===== src/rtl/rti_pkg.sv =====
package rti_pkg;
  // register offsets on the byte bus
  localparam logic [1:0] OFS_CTRL = 2'd0;
  localparam logic [1:0] OFS_MASK = 2'd1;
  localparam logic [1:0] OFS_FLAG = 2'd2;

  // bit positions inside the registers
  localparam int RATE_LSB = 0;
  localparam int ENA_BIT  = 6;
  localparam int FLAG_BIT = 6;

  // compute the counter width needed for the longest period
  function automatic int period_width(input int base, input int rate_w);
    return $clog2(base << ((1 << rate_w) - 1)) + 1;
  endfunction
endpackage


===== src/rtl/rti_regs.sv =====
module rti_regs
  import rti_pkg::*;
#(
  parameter int ADDR_W = 2,
  parameter int DATA_W = 8,
  parameter int RATE_W = 2
) (
  input  logic              clk,
  input  logic              rst,
  input  logic              wr_en,
  input  logic [ADDR_W-1:0] wr_addr,
  input  logic [DATA_W-1:0] wr_data,
  output logic [RATE_W-1:0] rate,
  output logic              irq_en,
  output logic              clr_req
);
  logic hit_ctrl, hit_mask, hit_flag;

  assign hit_ctrl = wr_en && (wr_addr == ADDR_W'(OFS_CTRL));
  assign hit_mask = wr_en && (wr_addr == ADDR_W'(OFS_MASK));
  assign hit_flag = wr_en && (wr_addr == ADDR_W'(OFS_FLAG));

  always_ff @(posedge clk) begin
    if (rst) begin
      rate   <= '0;
      irq_en <= 1'b0;
    end else begin
      if (hit_ctrl) rate   <= wr_data[RATE_LSB +: RATE_W];
      if (hit_mask) irq_en <= wr_data[ENA_BIT];
    end
  end

  // write-one-to-clear request, consumed by the flag stage
  assign clr_req = hit_flag && wr_data[FLAG_BIT];

  // rate only moves on a control write
  p_rate_hold_r1: assert property (@(posedge clk) disable iff (rst)
    !hit_ctrl |=> $stable(rate));
  // enable only moves on a mask write
  p_en_hold_r5: assert property (@(posedge clk) disable iff (rst)
    !hit_mask |=> $stable(irq_en));
endmodule


===== src/rtl/rti_divider.sv =====
module rti_divider
  import rti_pkg::*;
#(
  parameter int BASE_PERIOD = 8192,
  parameter int RATE_W      = 2
) (
  input  logic              clk,
  input  logic              rst,
  input  logic [RATE_W-1:0] rate,
  output logic              tick
);
  localparam int NUM_RATES = 1 << RATE_W;
  localparam int CNT_W     = period_width(BASE_PERIOD, RATE_W);
  localparam int MAX_PER   = BASE_PERIOD << (NUM_RATES - 1);

  logic [CNT_W-1:0] period_lut [NUM_RATES];
  logic [CNT_W-1:0] period;
  logic [CNT_W-1:0] elapsed;

  // one period per rate code, each a doubling of the base
  for (genvar g = 0; g < NUM_RATES; g++) begin : g_per
    assign period_lut[g] = CNT_W'(BASE_PERIOD) << g;
  end

  assign period = period_lut[rate];

  // cycles since the last tick; a rate change never resets it, so the
  // schedule stays anchored to the last tick, and the >= compare fires
  // at once when the new target already lies behind
  assign tick = (elapsed >= (period - CNT_W'(1)));

  always_ff @(posedge clk) begin
    if (rst)       elapsed <= '0;
    else if (tick) elapsed <= '0;
    else           elapsed <= elapsed + CNT_W'(1);
  end

  // the elapsed count never runs past the longest period
  p_bound_r1: assert property (@(posedge clk) disable iff (rst)
    elapsed <= CNT_W'(MAX_PER - 1));
  // without a tick the count keeps running across rate writes
  p_no_restart_r3: assert property (@(posedge clk) disable iff (rst)
    !tick |=> elapsed == $past(elapsed) + CNT_W'(1));
endmodule


===== src/rtl/rti_flag.sv =====
module rti_flag (
  input  logic clk,
  input  logic rst,
  input  logic tick,
  input  logic clr_req,
  input  logic irq_en,
  output logic pending,
  output logic irq
);
  always_ff @(posedge clk) begin
    if (rst) begin
      pending <= 1'b0;
      irq     <= 1'b0;
    end else begin
      // a tick beats a clear landing on the same edge
      if (tick)         pending <= 1'b1;
      else if (clr_req) pending <= 1'b0;
      irq <= pending && irq_en;
    end
  end

  p_tick_sets_r2: assert property (@(posedge clk) disable iff (rst)
    tick |=> pending);
  p_clear_r4: assert property (@(posedge clk) disable iff (rst)
    (clr_req && !tick) |=> !pending);
  p_hold_r4: assert property (@(posedge clk) disable iff (rst)
    (!clr_req && !tick) |=> $stable(pending));
  p_irq_lag_r7: assert property (@(posedge clk) disable iff (rst)
    (pending && irq_en) |=> irq);
  p_irq_gate_r5: assert property (@(posedge clk) disable iff (rst)
    !irq_en |=> !irq);
endmodule


===== src/rtl/rti_gen.sv =====
module rti_gen
  import rti_pkg::*;
#(
  parameter int BASE_PERIOD = 8192,
  parameter int RATE_W      = 2,
  parameter int ADDR_W      = 2,
  parameter int DATA_W      = 8
) (
  input  logic              clk,
  input  logic              rst,
  input  logic              bus_we,
  input  logic [ADDR_W-1:0] bus_addr,
  input  logic [DATA_W-1:0] bus_wdata,
  output logic              rti_pending,
  output logic              rti_irq
);
  logic [RATE_W-1:0] rate;
  logic              irq_en;
  logic              clr_req;
  logic              tick;

  rti_regs #(
    .ADDR_W(ADDR_W),
    .DATA_W(DATA_W),
    .RATE_W(RATE_W)
  ) u_regs (
    .clk    (clk),
    .rst    (rst),
    .wr_en  (bus_we),
    .wr_addr(bus_addr),
    .wr_data(bus_wdata),
    .rate   (rate),
    .irq_en (irq_en),
    .clr_req(clr_req)
  );

  rti_divider #(
    .BASE_PERIOD(BASE_PERIOD),
    .RATE_W     (RATE_W)
  ) u_div (
    .clk (clk),
    .rst (rst),
    .rate(rate),
    .tick(tick)
  );

  rti_flag u_flag (
    .clk    (clk),
    .rst    (rst),
    .tick   (tick),
    .clr_req(clr_req),
    .irq_en (irq_en),
    .pending(rti_pending),
    .irq    (rti_irq)
  );

  // a rate write alone never raises the flag
  p_write_no_set_r3: assert property (@(posedge clk) disable iff (rst)
    (!tick && !rti_pending) |=> !rti_pending);
  // the request only follows a pending flag
  p_irq_source_r7: assert property (@(posedge clk) disable iff (rst)
    rti_irq |-> $past(rti_pending));
endmodule


===== config.mk =====
export PLATFORM = sky130hd
export DESIGN_NAME = rti_gen
export DESIGN_NICKNAME = d
export VERILOG_FILES = /design/src/rtl/rti_pkg.sv /design/src/rtl/rti_regs.sv /design/src/rtl/rti_divider.sv /design/src/rtl/rti_flag.sv /design/src/rtl/rti_gen.sv
export SDC_FILE = /design/constraint.sdc
export NUM_CORES = 1
export LEC_CHECK = 0
export BUFFER_PORTS_ARGS = -buffer_cell sky130_fd_sc_hd__buf_2
export CELL_PAD_IN_SITES_DETAIL_PLACEMENT = 2
export CELL_PAD_IN_SITES_GLOBAL_PLACEMENT = 2
export CORE_MARGIN = 10
export CORE_UTILIZATION = 35
export CTS_CLUSTER_DIAMETER = 40
export DETAILED_ROUTE_END_ITERATION = 10
export GPL_TIMING_DRIVEN = 0
export HOLD_SLACK_MARGIN = 0.12
export PLACE_DENSITY_LB_ADDON = 0.1
export SYNTH_ARGS = -nofsm -noshare
export SYNTH_HDL_FRONTEND = slang
export SYNTH_SLANG_ARGS = --single-unit
export TNS_END_PERCENT = 20

===== constraint.sdc =====
create_clock -name clk -period 4.2 [get_ports clk]
set_input_delay 0.84 -clock clk [delete_from_list [all_inputs] [get_ports clk]]
set_output_delay 0.84 -clock clk [all_outputs]
set_load 0.01 [all_outputs]

; Word level (Yosys, flattened, before mapping)
; Cells that the tools add are included.
[op_classes]
add_sub_neg = 2
n_lt_le_gt_ge = 2
n_eq_ne = 2
n_mux = 5
bitwise = 1
n_reduce_logical = 8
[op_table]
columns = operator, count
row1 = 17-bit binary-select mux with 2-bit select, 1
row2 = 17-bit two-way mux, 2
row3 = "17-bit by 1-bit adder with 17-bit output, second input constant", 1
row4 = 17-bit >= comparator, 1
row5 = "17-bit by 1-bit subtractor with 17-bit output, second input constant", 1
row6 = 1-bit logical AND, 5
row7 = "3-bit >= comparator, second input constant", 1
row8 = 2-bit NOT with 3-bit output, 1
row9 = "2-bit by 1-bit == test with 1-bit output, second input constant", 1
row10 = "2-bit == test, second input constant", 1
row11 = 2-bit zero test, 1
row12 = 1-bit two-way mux, 2
row13 = 2-bit nonzero test, 1
row14 = 2-bit OR reduction, 1
[totals]
regBits = 22
inputBits = 13
output_inout_bits = 2
elab_cells = 25

; Depth between registers and ports, before layout
; Gate-level depths: netlist of the first run.
[logic_depth]
depth_word = 7
mapped_depth = 7
ltp_nobuf = 6

; Hierarchy
; Synthesis of the first run repeated with hierarchy kept, for this count alone.
[unflattened]
hier_cells = 123
area_unflattened_um2 = 1207.4
[by_module_without_submodules]
columns = module, n_inst, cells_each, area_each_um2, seq_area_each_um2
row1 = rti_divider, 1, 102, 974.7, 340.3
row2 = rti_regs, 1, 15, 165.2, 60.1
row3 = rti_flag, 1, 6, 67.6, 40.0

; Least setup slack after synthesis of the first run
; OpenSTA, ideal clock, no wires.
[synth_path]
path_type = reg2reg
start = reg u_regs.rate[1]
end = reg u_div.elapsed[16]
setup_ns = 0.066
arrival_time_ns = 1.574
t_required_ns = 4.134
slack_ns = 2.560
path_stages_with_launch = 8
n_path_buf = 1
period_less_slack_ns = 1.640
path_cell_list = dfxtp_1 > inv_1 > ha_1 > a21o_1 > a311oi_1 > o31ai_2 > buf_2 > a21oi_2
[synth_via]
elab_chain_cells = 7
[synth_rtl]
columns = item, line_no
row1 = "start, declared", rti_regs.sv:13  ; output logic [RATE_W-1:0] rate,
row2 = "start signal, assigned", rti_regs.sv:28  ; if (hit_ctrl) rate <= wr_data[RATE_LSB +: RATE_W];
row3 = 2-bit NOT with 3-bit output (not written as such), rti_divider.sv:25  ; assign period = period_lut[rate];
row4 = 17-bit binary-select mux with 2-bit select, rti_divider.sv:25
row5 = 17-bit two-way mux (not written as such) (2 in series), rti_divider.sv:25
row6 = 17-bit by 1-bit subtractor with 17-bit output, rti_divider.sv:30  ; assign tick = (elapsed >= (period - CNT_W'(1)));
row7 = 17-bit >= comparator, rti_divider.sv:30
row8 = 2-bit OR reduction (no source line), --
row9 = "end signal, assigned", rti_divider.sv:35  ; else elapsed <= elapsed + CNT_W'(1);
row10 = "end, declared", rti_divider.sv:18  ; logic [CNT_W-1:0] elapsed;
; Every way passes these cells. The select of a mux whose other input is x is not followed.
; A chain may end at the register's enable or synchronous reset.

; Worst setup path after layout of the first run
[layout_path]
start = reg u_regs.rate[1]
end = reg u_div.elapsed[8]
; The elaborated chain is that of the path after synthesis.

==> results of run 1 <==
## Yosys cell counts, drive strengths merged
library cell  number
buf                4
and4               2
inv                2
or4                2
nand3              6
or3                3
nor3               3
mux2i              2
nand4              6
nor2              15
nand3b             1
nand4b             1
dfxtp             22
a311oi             1
clkbuf             1
nand2b             1
a31oi              3
and2               1
o21ai              4
and3               2
conb               1
a21oi              5
a21o               2
xnor2              1
nand2              7
xor2               9
nor3b              1
or4b               1
ha                 5
o31ai              3
o211ai             1
## placed cells by master, fill, tap and decap left out, drive strengths merged, types with 3 or more instances in the layout
| master | count |
|---|---|
| a31oi | 3 |
| nor3 | 3 |
| a21oi | 5 |
| or3 | 3 |
| clkbuf | 4 |
| nand3 | 6 |
| nand2 | 7 |
| dfxtp | 22 |
| xor2 | 9 |
| nand4 | 6 |
| nor2 | 15 |
| o21ai | 4 |
| buf | 13 |
| o31ai | 3 |
| ha | 5 |
## power groups by stage
stage	clock network, uW	registers, uW	logic, uW
3_5_place_dp	0	220	24.2
5_1_grt	182	216	27.3
2_1_floorplan	0	219	14.5
6_report	166	215	23.8
3_3_place_gp	0	219	23.1
4_1_cts	172	215	24.5
## stage by stage
| stage | total power (uW) | area, um2 | util [%] | std cells | hold WS, ps |
|---|---|---|---|---|---|
| 2_1_floorplan | 233.4 | 1080 | - | 118 | 409.3 |
| 3_3_place_gp | 242.5 | 1166 | 38.83 | 160 | 418.4 |
| 3_5_place_dp | 244.2 | 1166 | 38.83 | 160 | 426.0 |
| 4_1_cts | 412.3 | 1219 | 40.58 | 164 | 450.1 |
| 5_1_grt | 425.1 | 1219 | 40.58 | 164 | 463.6 |
| 6_report | 405.0 | 1219 | 40.58 | 164 | 445.2 |
## cells by family (layout without fill, tap and decap cells)
kind of cell,after synthesis,in the layout,share of synthesized area (%)
AOI/OAI and AO/OA,19,19,11.70
xor gates and xnor gates,10,10,8.112
adders and majority gates,5,5,5.794
buffers and inverters,7,20,3.708
DFF,22,22,40.79
muxes,2,2,1.854
other,1,1,0.3473
and+or+nand+nor,52,52,27.70
## per-layer routing
metal	vias to the layer above	track usage, %
met5	-	0
li1	448	-
met1	467	11.60
met2	5	20.30
met3	2	3.516
met4	0	2.474
## area by class of cell
| cell class | instances | area [um2] |
|---|---|---|
| buffer | 5 | 32.53 |
| sequential | 22 | 440.4 |
| clock inverter | 1 | 30.03 |
| inverter | 2 | 7.507 |
| clock buffer | 3 | 22.52 |
| multi-input combinational | 89 | 599.3 |
| timing repair buffer | 9 | 45.04 |
| fill | 353 | 1784 |
| tap | 33 | 41.29 |
## path summary, 6_finish.rpt
check                                 to                        start  depth (start not counted)
max          u_div.elapsed[8]$_SDFF_PP0_  u_regs.rate[1]$_SDFFE_PP0P_                          7
min                u_flag.irq$_SDFF_PP0_   u_regs.irq_en$_SDFFE_PP0P_                          2
max reg2reg  u_div.elapsed[8]$_SDFF_PP0_  u_regs.rate[1]$_SDFFE_PP0P_                          7
min reg2reg        u_flag.irq$_SDFF_PP0_   u_regs.irq_en$_SDFFE_PP0P_                          2
## worst min-delay path: cells and delay by family (launching register included)
| family | cells | cell delay, ps |
|---|---|---|
| flip-flops | 1 | 340 |
| AND/OR/NAND/NOR | 2 | 80 |
## registers in the layout, summed over array words and instances (netlist names)
signal / flops
u_regs.irq_en: 1
u_regs.rate: 2
u_div.elapsed: 17
u_flag.pending: 1
u_flag.irq: 1
==> key figures, run 1 <==
Place
  • I/O Buffers: 9
  • Dpl hpwl: about 2.1 mm
  • Post-Place Worst Slack: 2186 ps
  • GP Congestion: 0.7566

Routing
  • First drt pass iteration count: 4
  • Met2 wire length: 1.511 mm
  • Post-Route M1 WL: between 1 and 1.5 mm
  • Vias per cell: 5.622
  • DR top layer: met4
  • Post-route DRC violation count: 0
  • DR WL/cell: 16.83 um
  • Vias: just over 900
  • DR WL met3: 74 um
  • Routed Wire Length: 2.760 mm
  • Post-route ant nets: 0
  • Initial DRC Count: 20

Power and ir drop
  • Combinational share of power: 5.9%
  • Leakage power: approximately 0.00048 uW
  • Clock network fraction of total power: a little over 40%
  • Power per cell area: 332.3 nW/um2
  • Worst VDD drop: 0.1223 mV
  • Int Power: between 300 and 400 uW
  • Switching Share: 21.32%
  • Total net switching power: 86.35 uW
  • Flop pwr share: 53.2%

STA
  • Final WS setup: 2239 ps
  • Fin Setup TNS: 0 ps
  • Fin crit share: 46.69%
  • Fmax: a little over 500 MHz
  • Final setup viols: 0
  • Fin. max-slew vios: 0
  • Tmin final: 1961 ps
  • Clk_skew: 2.118 ps
  • Fin. Hold Viols: 0
  • RSZ-0062 raised after global routing: no

Worst hold path
  • Min-Delay Path Class: reg2reg

Clocking
  • Cts hold-fix bufs: 0
  • Clock Latency Late Sink: 310 ps
  • Root Buffer: clkbuf_4
  • CTS tree: built
  • Post-CTS sizing: 0
  • CTS Buffer Depth: 2
  • Clk sinks: 22
  • Clock transition at path regs: 130 ps
  • Post-CTS Setup Bufs: 0
  • CTS Buf Count: 3
  • CTS H-tree lvls: 1

Floorplanning
  • Die Wd: 75.55 um
  • Core Area: about 3000 um2
  • # IOs: 15
  • Die Area: 5707 um2
  • Starting Density: 35.96%
  • FP Rows: 20
  • Die height: about 76 um

Yosys
  • Area contributors post-synth: dfxtp_1 (41%), xor2_1 (7.3%), ha_1 (5.8%)
  • Post-Syn Area: around 1100 um2
  • YS warnings: 0
  • Avg Cell Area, Syn: roughly 9 um2
  • Post-synth top area share: 40.79%
  • Gate Count Post-Synth: 118
  • Syn_nets: 136
  • Yosys cell types: 40
  • Sequential cell area fraction in the yosys report: 40.79%
  • Yosys top cell by area: dfxtp_1
  • Synthesized flop and latch total: 22

Worst setup path
  • Crit Path Class: reg2reg
  • Reg2reg setup slack: 2240 ps
  • Buf+Inv Stages, Crit Path: 2
  • Largest stage delay, worst path: 420 ps
  • Delay-heaviest family, CP: compound AO/OA/AOI/OAI gates
  • WP data arrival: 2220 ps
  • Crit-path max FO: 10
  • Req. time, crit path: 4460 ps
  • Endpoint class of the critical path: flop
  • CP cell instances: inv_1 > ha_1 > a21o_1 > a311oi_1 > o31ai_2 > buf_2 > nor2_1
  • Worst setup SP type: flop
  • Critical path's slowest cell: a311oi_1

GRT
  • First-pass GRT wire length: about 4.7 mm
  • Antenna violations before repair: 0
  • Largest net degree at the start of global routing: 14
  • Total overflow reported by the global router: 0
  • Vias in the first global route: 1005
  • GRT Total Usage: approximately 11%

Cells and area
  • Layout cells sized above 1: between 15 and 20%
  • P&R area growth vs syn: 12.86%
  • Inserted Diodes: 0
  • Layout Nets: 150

Status
  • Status: complete, no violations

Run
  • Max-Cap Viols: 0
Note: power is estimated with default switching activity, not from simulation.
==> run 2: changes to the inputs <==
--- a/config.mk
+++ b/config.mk
@@ -9,7 +9,7 @@
 export CELL_PAD_IN_SITES_DETAIL_PLACEMENT = 2
 export CELL_PAD_IN_SITES_GLOBAL_PLACEMENT = 2
 export CORE_MARGIN = 10
-export CORE_UTILIZATION = 35
+export CORE_UTILIZATION = 34
 export CTS_CLUSTER_DIAMETER = 40
 export DETAILED_ROUTE_END_ITERATION = 10
 export GPL_TIMING_DRIVEN = 0
==> constraint.sdc (replaced) <==
create_clock -name clk -period 2.05 [get_ports clk]
set_input_delay 0.41 -clock clk [delete_from_list [all_inputs] [get_ports clk]]
set_output_delay 0.41 -clock clk [all_outputs]
set_load 0.01 [all_outputs]
==> run 2 against run 1 <==
  * Clock skew is 4.1 ps higher
  * Global-route usage is 0.94 points lower
  * First-iteration DRC count is 70% higher
  * Power is 110% higher
  * Sequential power is 100% higher
  * Sequential share of layout area is 1.7 points lower
  * Final cell count is 7.9% higher
  * Largest cell class unchanged
  * Largest power group unchanged
==> key figures, run 2 (same netlist as run 1, synthesis figures left out) <==
Floorplanning
  • Die Area: roughly 5800 um2
  • # IOs: 15
  • Core Area: 3053 um2
  • Die Wd: 76.36 um
  • FP Rows: 20
  • Die height: 76.36 um
  • Starting Density: a little over a third

Routing
  • Post-Route M1 WL: 1.243 mm
  • DR WL met3: ~56 um
  • First drt pass iteration count: 4
  • DR WL/cell: 15.80 um
  • Met2 wire length: approximately 1.5 mm
  • Routed Wire Length: 2.797 mm
  • Initial DRC Count: 34
  • Post-route ant nets: 0
  • Vias per cell: 5.254
  • Post-route DRC violation count: 0
  • DR top layer: met4
  • Vias: 930

Cells and area
  • Most common cell after layout, fill and taps aside: dfxtp_1
  • Layout Nets: 152
  • Commonest non-fill, non-tap cells in the layout: dfxtp_1 (22), nor2_1 (15), buf_2 (10), xor2_1 (9), nand2_1 (7)
  • Biggest register: u_div.elapsed
  • P&R area growth vs syn: 18.54%
  • Biggest registers after layout: u_div.elapsed (17), u_regs.rate (2)
  • Max reg flops: 17
  • Layout cells sized above 1: 21.05%
  • Inserted Diodes: 0
  • Fillers: 350

Clocking
  • CTS Buffer Depth: 2
  • Root Buffer: clkbuf_4
  • Clk sinks: 22
  • CTS Buf Count: 3
  • Clock transition at path regs: ~120 ps
  • CTS H-tree lvls: 1
  • CTS tree: built
  • Clock Latency Late Sink: 320 ps

STA
  • Fmax: 526.8 MHz
  • Worst slew margin: a little under two thirds
  • Tmin final: ~1900 ps
  • WHS: about 320 ps
  • RSZ-0062 raised after global routing: no
  • Fin crit share: 92.60%
  • Final setup viols: 0
  • Fin Setup TNS: 0 ps
  • Fin. max-slew vios: 0
  • Clk_skew: 6.249 ps
  • Least-Margin Pin Slew: about 530 ps
  • Fin. Hold Viols: 0

Power and ir drop
  • Worst VDD drop: 0.2551 mV
  • Combinational share of power: under 10%
  • Int Power: around 660 uW
  • Power per cell area: ~660 nW/um2
  • Clock network fraction of total power: 40.6%
  • Total net switching power: approximately 180 uW
  • Leakage power: 0.0004967 uW
  • Flop pwr share: 52.3%
  • Switching Share: 21.68%

Run
  • Max-Cap Viols: 0

Worst setup path
  • Worst reg-to-reg path cell count: 7
  • WP data arrival: 2160 ps
  • Req. time, crit path: 2310 ps
  • Crit-path max FO: 10
  • Reg2reg setup slack: 150 ps
  • Reg2reg start: u_regs.rate[1]$_SDFFE_PP0P_
  • Worst setup SP type: flop
  • Endpoint class of the critical path: flop
  • Crit Path Class: reg2reg
  • RR Endpoint: u_div.elapsed[11]$_SDFF_PP0_

GRT
  • Largest net degree at the start of global routing: 14
  • Antenna violations before repair: 0
  • First-pass GRT wire length: about 4.9 mm
  • Vias in the first global route: 1013
  • GRT Total Usage: 9.971%
  • Total overflow reported by the global router: 0

Place
  • I/O Buffers: 9
  • Dpl hpwl: 2.066 mm
  • GP Congestion: 0.7079

Worst hold path
  • Min-Delay Endpoint: u_regs.rate[1]$_SDFFE_PP0P_
  • Hold Path Depth: 3
  • Hold wc startpoint: bus_wdata[1]
  • Min-Delay Path Class: in2reg

Status
  • Status: complete, no violations
run 2: cell count changes in the layout (fill, tap and decap cells not counted), sizes merged:
cell | before | now
buf | 13 | 15
run 2: worst max-delay path, stage by stage, from the launching register on:
cell,delay (ps)
dfxtp_1,380
inv_1,80
ha_1,310
a21o_1,210
a311oi_4,380
o31ai_4,130
clkbuf_4,220
nor2_1,130
run 2: layout make-up:
cell class                 instances  area [um2]  area share, %
timing repair buffer              12       67.56          5.279
sequential                        22       440.4          34.41
inverter                           2       7.507         0.5865
multi-input combinational         89       625.6          48.88
buffer                             4       31.28          2.444
tap                               44       55.05          4.301
clock buffer                       3       22.52          1.760
clock inverter                     1       30.03          2.346
run 2: repair_timing:
action	4_1_cts	5_1_grt
endpoints found under the setup margin	9	10
pin swaps	0	2
hold buffers	0	0
gates resized for setup	2	2
setup buffers	0	3
endpoints found under the hold margin	0	0
run 2: routing by layer:
metal  global-route usage [%]  vias up
li1                         -      458
met1                    11.22      459
met3                    1.769        4
met4                    4.833        0
met5                        0        -
met2                    17.60        9
run 2: per-stage QoR:
| step | utilization (%) | power [uW] | setup WS, ps | cells | cell area, um2 |
|---|---|---|---|---|---|
| finish | 41.93 | 842.0 | 151.7 | 177 | 1280 |
| global route | 41.93 | 887.7 | 20.41 | 177 | 1280 |
| CTS | 40.86 | 849.0 | 25.09 | 175 | 1247 |
| detailed placement | 38.65 | 501.1 | 1.001 | 171 | 1180 |
| global placement | 38.65 | 497.9 | 125.2 | 171 | 1180 |
| floorplan | - | 478.2 | 410.3 | 118 | 1080 |
run 2: power by group through the flow:
| stage | combinational [uW] | sequential (uW) | clock, uW |
|---|---|---|---|
| final | 60.0 | 440 | 342 |
| after global routing | 68.3 | 442 | 377 |
| after CTS | 54.1 | 441 | 354 |
| after detailed placement | 50.8 | 450 | 0 |
| after global placement | 48.4 | 450 | 0 |
| after floorplan | 29.6 | 449 | 0 |
run 2: worst max-delay path by stage:
stage / endpoint / from / slack, ps / cells after the start
after detailed placement: u_div.elapsed[11]$_SDFF_PP0_ / u_regs.rate[0]$_SDFFE_PP0P_ / 1 / 6
after global placement: u_div.elapsed[6]$_SDFF_PP0_ / u_regs.rate[0]$_SDFFE_PP0P_ / 130 / 6
after floorplan: u_div.elapsed[16]$_SDFF_PP0_ / u_regs.rate[1]$_SDFFE_PP0P_ / 410 / 7
final: u_div.elapsed[11]$_SDFF_PP0_ / u_regs.rate[1]$_SDFFE_PP0P_ / 150 / 7
after CTS: u_div.elapsed[11]$_SDFF_PP0_ / u_regs.rate[0]$_SDFFE_PP0P_ / 30 / 6
after global routing: u_div.elapsed[16]$_SDFF_PP0_ / u_regs.rate[1]$_SDFFE_PP0P_ / 20 / 7
==> run 3: changes to the inputs <==
--- a/config.mk
+++ b/config.mk
@@ -9,7 +9,7 @@
 export CELL_PAD_IN_SITES_DETAIL_PLACEMENT = 2
 export CELL_PAD_IN_SITES_GLOBAL_PLACEMENT = 2
 export CORE_MARGIN = 10
-export CORE_UTILIZATION = 34
+export CORE_UTILIZATION = 35
 export CTS_CLUSTER_DIAMETER = 40
 export DETAILED_ROUTE_END_ITERATION = 10
 export GPL_TIMING_DRIVEN = 0
@@ -17,5 +17,6 @@
 export PLACE_DENSITY_LB_ADDON = 0.1
 export SYNTH_ARGS = -nofsm -noshare
 export SYNTH_HDL_FRONTEND = slang
+export SYNTH_HIERARCHICAL = 1
 export SYNTH_SLANG_ARGS = --single-unit
 export TNS_END_PERCENT = 20
==> run 3 against run 2 <==
  * Via count is 4.5% lower
  * Register-to-register slack better by 80 ps
  * Clock skew is 2.1 ps lower
  * Utilization is 1.6 points lower
  * Largest cell class unchanged
==> key figures, run 3 <==
GRT
  • First-pass GRT wire length: between 4 and 5 mm
  • Vias in the first global route: between 900 and 1000
  • Total overflow reported by the global router: 0
  • Largest net degree at the start of global routing: 13
  • GRT Total Usage: under 10%
  • Antenna violations before repair: 0

Floorplanning
  • Starting Density: 36.18%
  • Die height: 78.74 um
  • # IOs: 15
  • FP Rows: 21
  • Die Wd: just under 80 um
  • Core Area: 3337 um2
  • Die Area: 6199 um2

STA
  • Fin Setup TNS: 0 ps
  • Clk_skew: 4.198 ps
  • Fin. max-slew vios: 0
  • RSZ-0062 raised after global routing: no
  • Fin crit share: 88.78%
  • Fin. Hold Viols: 0
  • Final setup viols: 0
  • Fmax: 549.5 MHz
  • Tmin final: 1820 ps

Worst setup path
  • Endpoint class of the critical path: flop
  • Worst reg-to-reg path cell count: 7
  • RR Endpoint: u_div/elapsed[9]$_SDFF_PP0_
  • Crit-path max FO: 10
  • Reg2reg start: u_div/elapsed[0]$_SDFF_PP0_
  • Reg2reg setup slack: 230 ps
  • Worst setup SP type: flop
  • Req. time, crit path: 2260 ps
  • Crit Path Class: reg2reg
  • WP data arrival: 2030 ps

Power and ir drop
  • Total net switching power: 170.8 uW
  • Int Power: 570.9 uW
  • Clock network fraction of total power: 32.0%
  • Worst VDD drop: 0.2540 mV
  • Combinational share of power: 8.0%
  • Pwr Total: 741.7 uW
  • Leakage power: 0.0004613 uW
  • Switching Share: a little under a quarter
  • Flop pwr share: 60.0%
  • Power per cell area: about 550 nW/um2

Worst hold path
  • Min-Delay Endpoint: u_flag/pending$_SDFFE_PP0P_
  • Min-Delay Path Class: in2reg
  • Hold wc startpoint: rst
  • Hold Path Depth: 2

Yosys
  • Sequential cell area fraction in the yosys report: 36.48%
  • Commonest cells post-synth: dfxtp_1 (22), xnor2_1 (14), nor2_1 (9)
  • Yosys cell types: 31
  • Yosys top cell by area: dfxtp_1
  • Gate Count Post-Synth: 123
  • Synth Flop Type: dfxtp_1
  • Post-synth top area share: 36.48%
  • Top-count cell post-synth: dfxtp_1
  • Synthesized flop and latch total: 22
  • Post-synth EDFFs: 0
  • YS warnings: 6
  • Post-Syn Area: between 1000 and 1500 um2
  • Avg Cell Area, Syn: 9.816 um2
  • Area contributors post-synth: dfxtp_1 (36%), xnor2_1 (10%), nor2_4 (6.5%)
  • Syn_nets: 141
  • Async SR Flop Fraction: 0%

Routing
  • Vias per cell: 4.879
  • Routed Wire Length: 2.499 mm
  • DR WL/cell: 13.73 um
  • First drt pass iteration count: 3
  • Post-route DRC violation count: 0
  • Vias: 888
  • Post-route ant nets: 0
  • Initial DRC Count: 11

Cells and area
  • P&R area growth vs syn: 11.50%
  • Biggest registers after layout: u_div/elapsed (17), u_regs/rate (2)
  • Biggest register: u_div/elapsed
  • Footprint of the multi-input gates: slightly above 700 um2
  • Fillers: 380
  • Most common cell after layout, fill and taps aside: dfxtp_1
  • Layout Nets: 155
  • Inserted Diodes: 0
  • Max reg flops: 17
  • Sequential Area: 440.4 um2
  • Layout cells sized above 1: between 20% and 30%
  • Commonest non-fill, non-tap cells in the layout: dfxtp_1 (22), xnor2_1 (14), buf_2 (9), nor2_1 (9)

Clocking
  • Clock Latency Late Sink: 300 ps
  • Root Buffer: clkbuf_4
  • CTS tree: built
  • CTS Buf Count: 3
  • Clk sinks: 22
  • CTS Buffer Depth: 2
  • Post-CTS Setup Bufs: 0
  • Cts hold-fix bufs: 0
  • Clock transition at path regs: 120 ps
  • Post-CTS sizing: 0
  • CTS H-tree lvls: 1

Run
  • Max-Cap Viols: 0

Place
  • Dpl hpwl: 2.043 mm
  • I/O Buffers: 9
  • GP Congestion: about 0.7

Status
  • Status: complete, no violations
==> run 3: worst max-delay path, stage by stage, from the launching register on <==
cell and delay (ps):
dfxtp_1 450, ha_1 320, a21oi_1 100, nor3_1 270, a311o_1 230, buf_6 140
buf_12 170, nor2_4 50
==> run 3: cell families (layout without fill, tap and decap cells) <==
family          Yosys count  count (layout)  synth area share [%]
flops                    22              22                 36.48
buf+inv                   8              21                 4.456
compound gates            7               7                 3.937
xor+xnor                 15              15                 10.88
simple gates             62              62                 36.27
other cells               1               1                0.3106
mux                       3               3                 2.487
fa+ha+maj                 5               5                 5.181
==> run 3: per-stage QoR <==
stage          area, um2  std cells  util, %  worst slack, ps  hold slack [ps]
6_report            1346        182    40.35            230.0            334.4
4_1_cts             1346        182    40.35            207.2            332.6
3_5_place_dp        1310        178    39.26            232.5            491.5
3_3_place_gp        1310        178    39.26            249.4            468.6
5_1_grt             1346        182    40.35            54.48            336.1
2_1_floorplan       1207        123        -            394.6            447.1
==> run 3: per-layer routing <==
layer	part of all wire, %	GRT usage, %
met1	43	9.595
met3	1.4	1.351
met5	0	0
met4	1.6	4.301
met2	54	15.71
==> run 3: cell type report <==
class	count	share of cell area, %
Clock buffer	4	2.695
Inverter	6	1.673
Buffer	2	2.323
Timing Repair Buffer	9	3.346
Multi-Input combinational cell	93	52.97
Tap cell	46	4.275
Sequential cell	22	32.71
==> run 3: worst max-delay path by stage <==
stage,from,endpoint,slack (ps),depth (start not counted)
floorplan,u_regs/rate[1]$_SDFFE_PP0P_,u_div/elapsed[7]$_SDFF_PP0_,390,8
global placement,u_div/elapsed[0]$_SDFF_PP0_,u_div/elapsed[8]$_SDFF_PP0_,250,7
detailed placement,u_div/elapsed[0]$_SDFF_PP0_,u_div/elapsed[9]$_SDFF_PP0_,230,7
CTS,u_div/elapsed[0]$_SDFF_PP0_,u_div/elapsed[9]$_SDFF_PP0_,210,7
global route,u_div/elapsed[0]$_SDFF_PP0_,u_div/elapsed[3]$_SDFF_PP0_,50,7
finish,u_div/elapsed[0]$_SDFF_PP0_,u_div/elapsed[9]$_SDFF_PP0_,230,7
==> run 3: power by group through the flow <==
stage	clock network (uW)	registers (uW)	logic [uW]
after global routing	269	447	68.1
after global placement	0	454	58.6
after CTS	251	445	61.6
after floorplan	0	452	42.2
final	237	445	59.7
after detailed placement	0	455	60.9
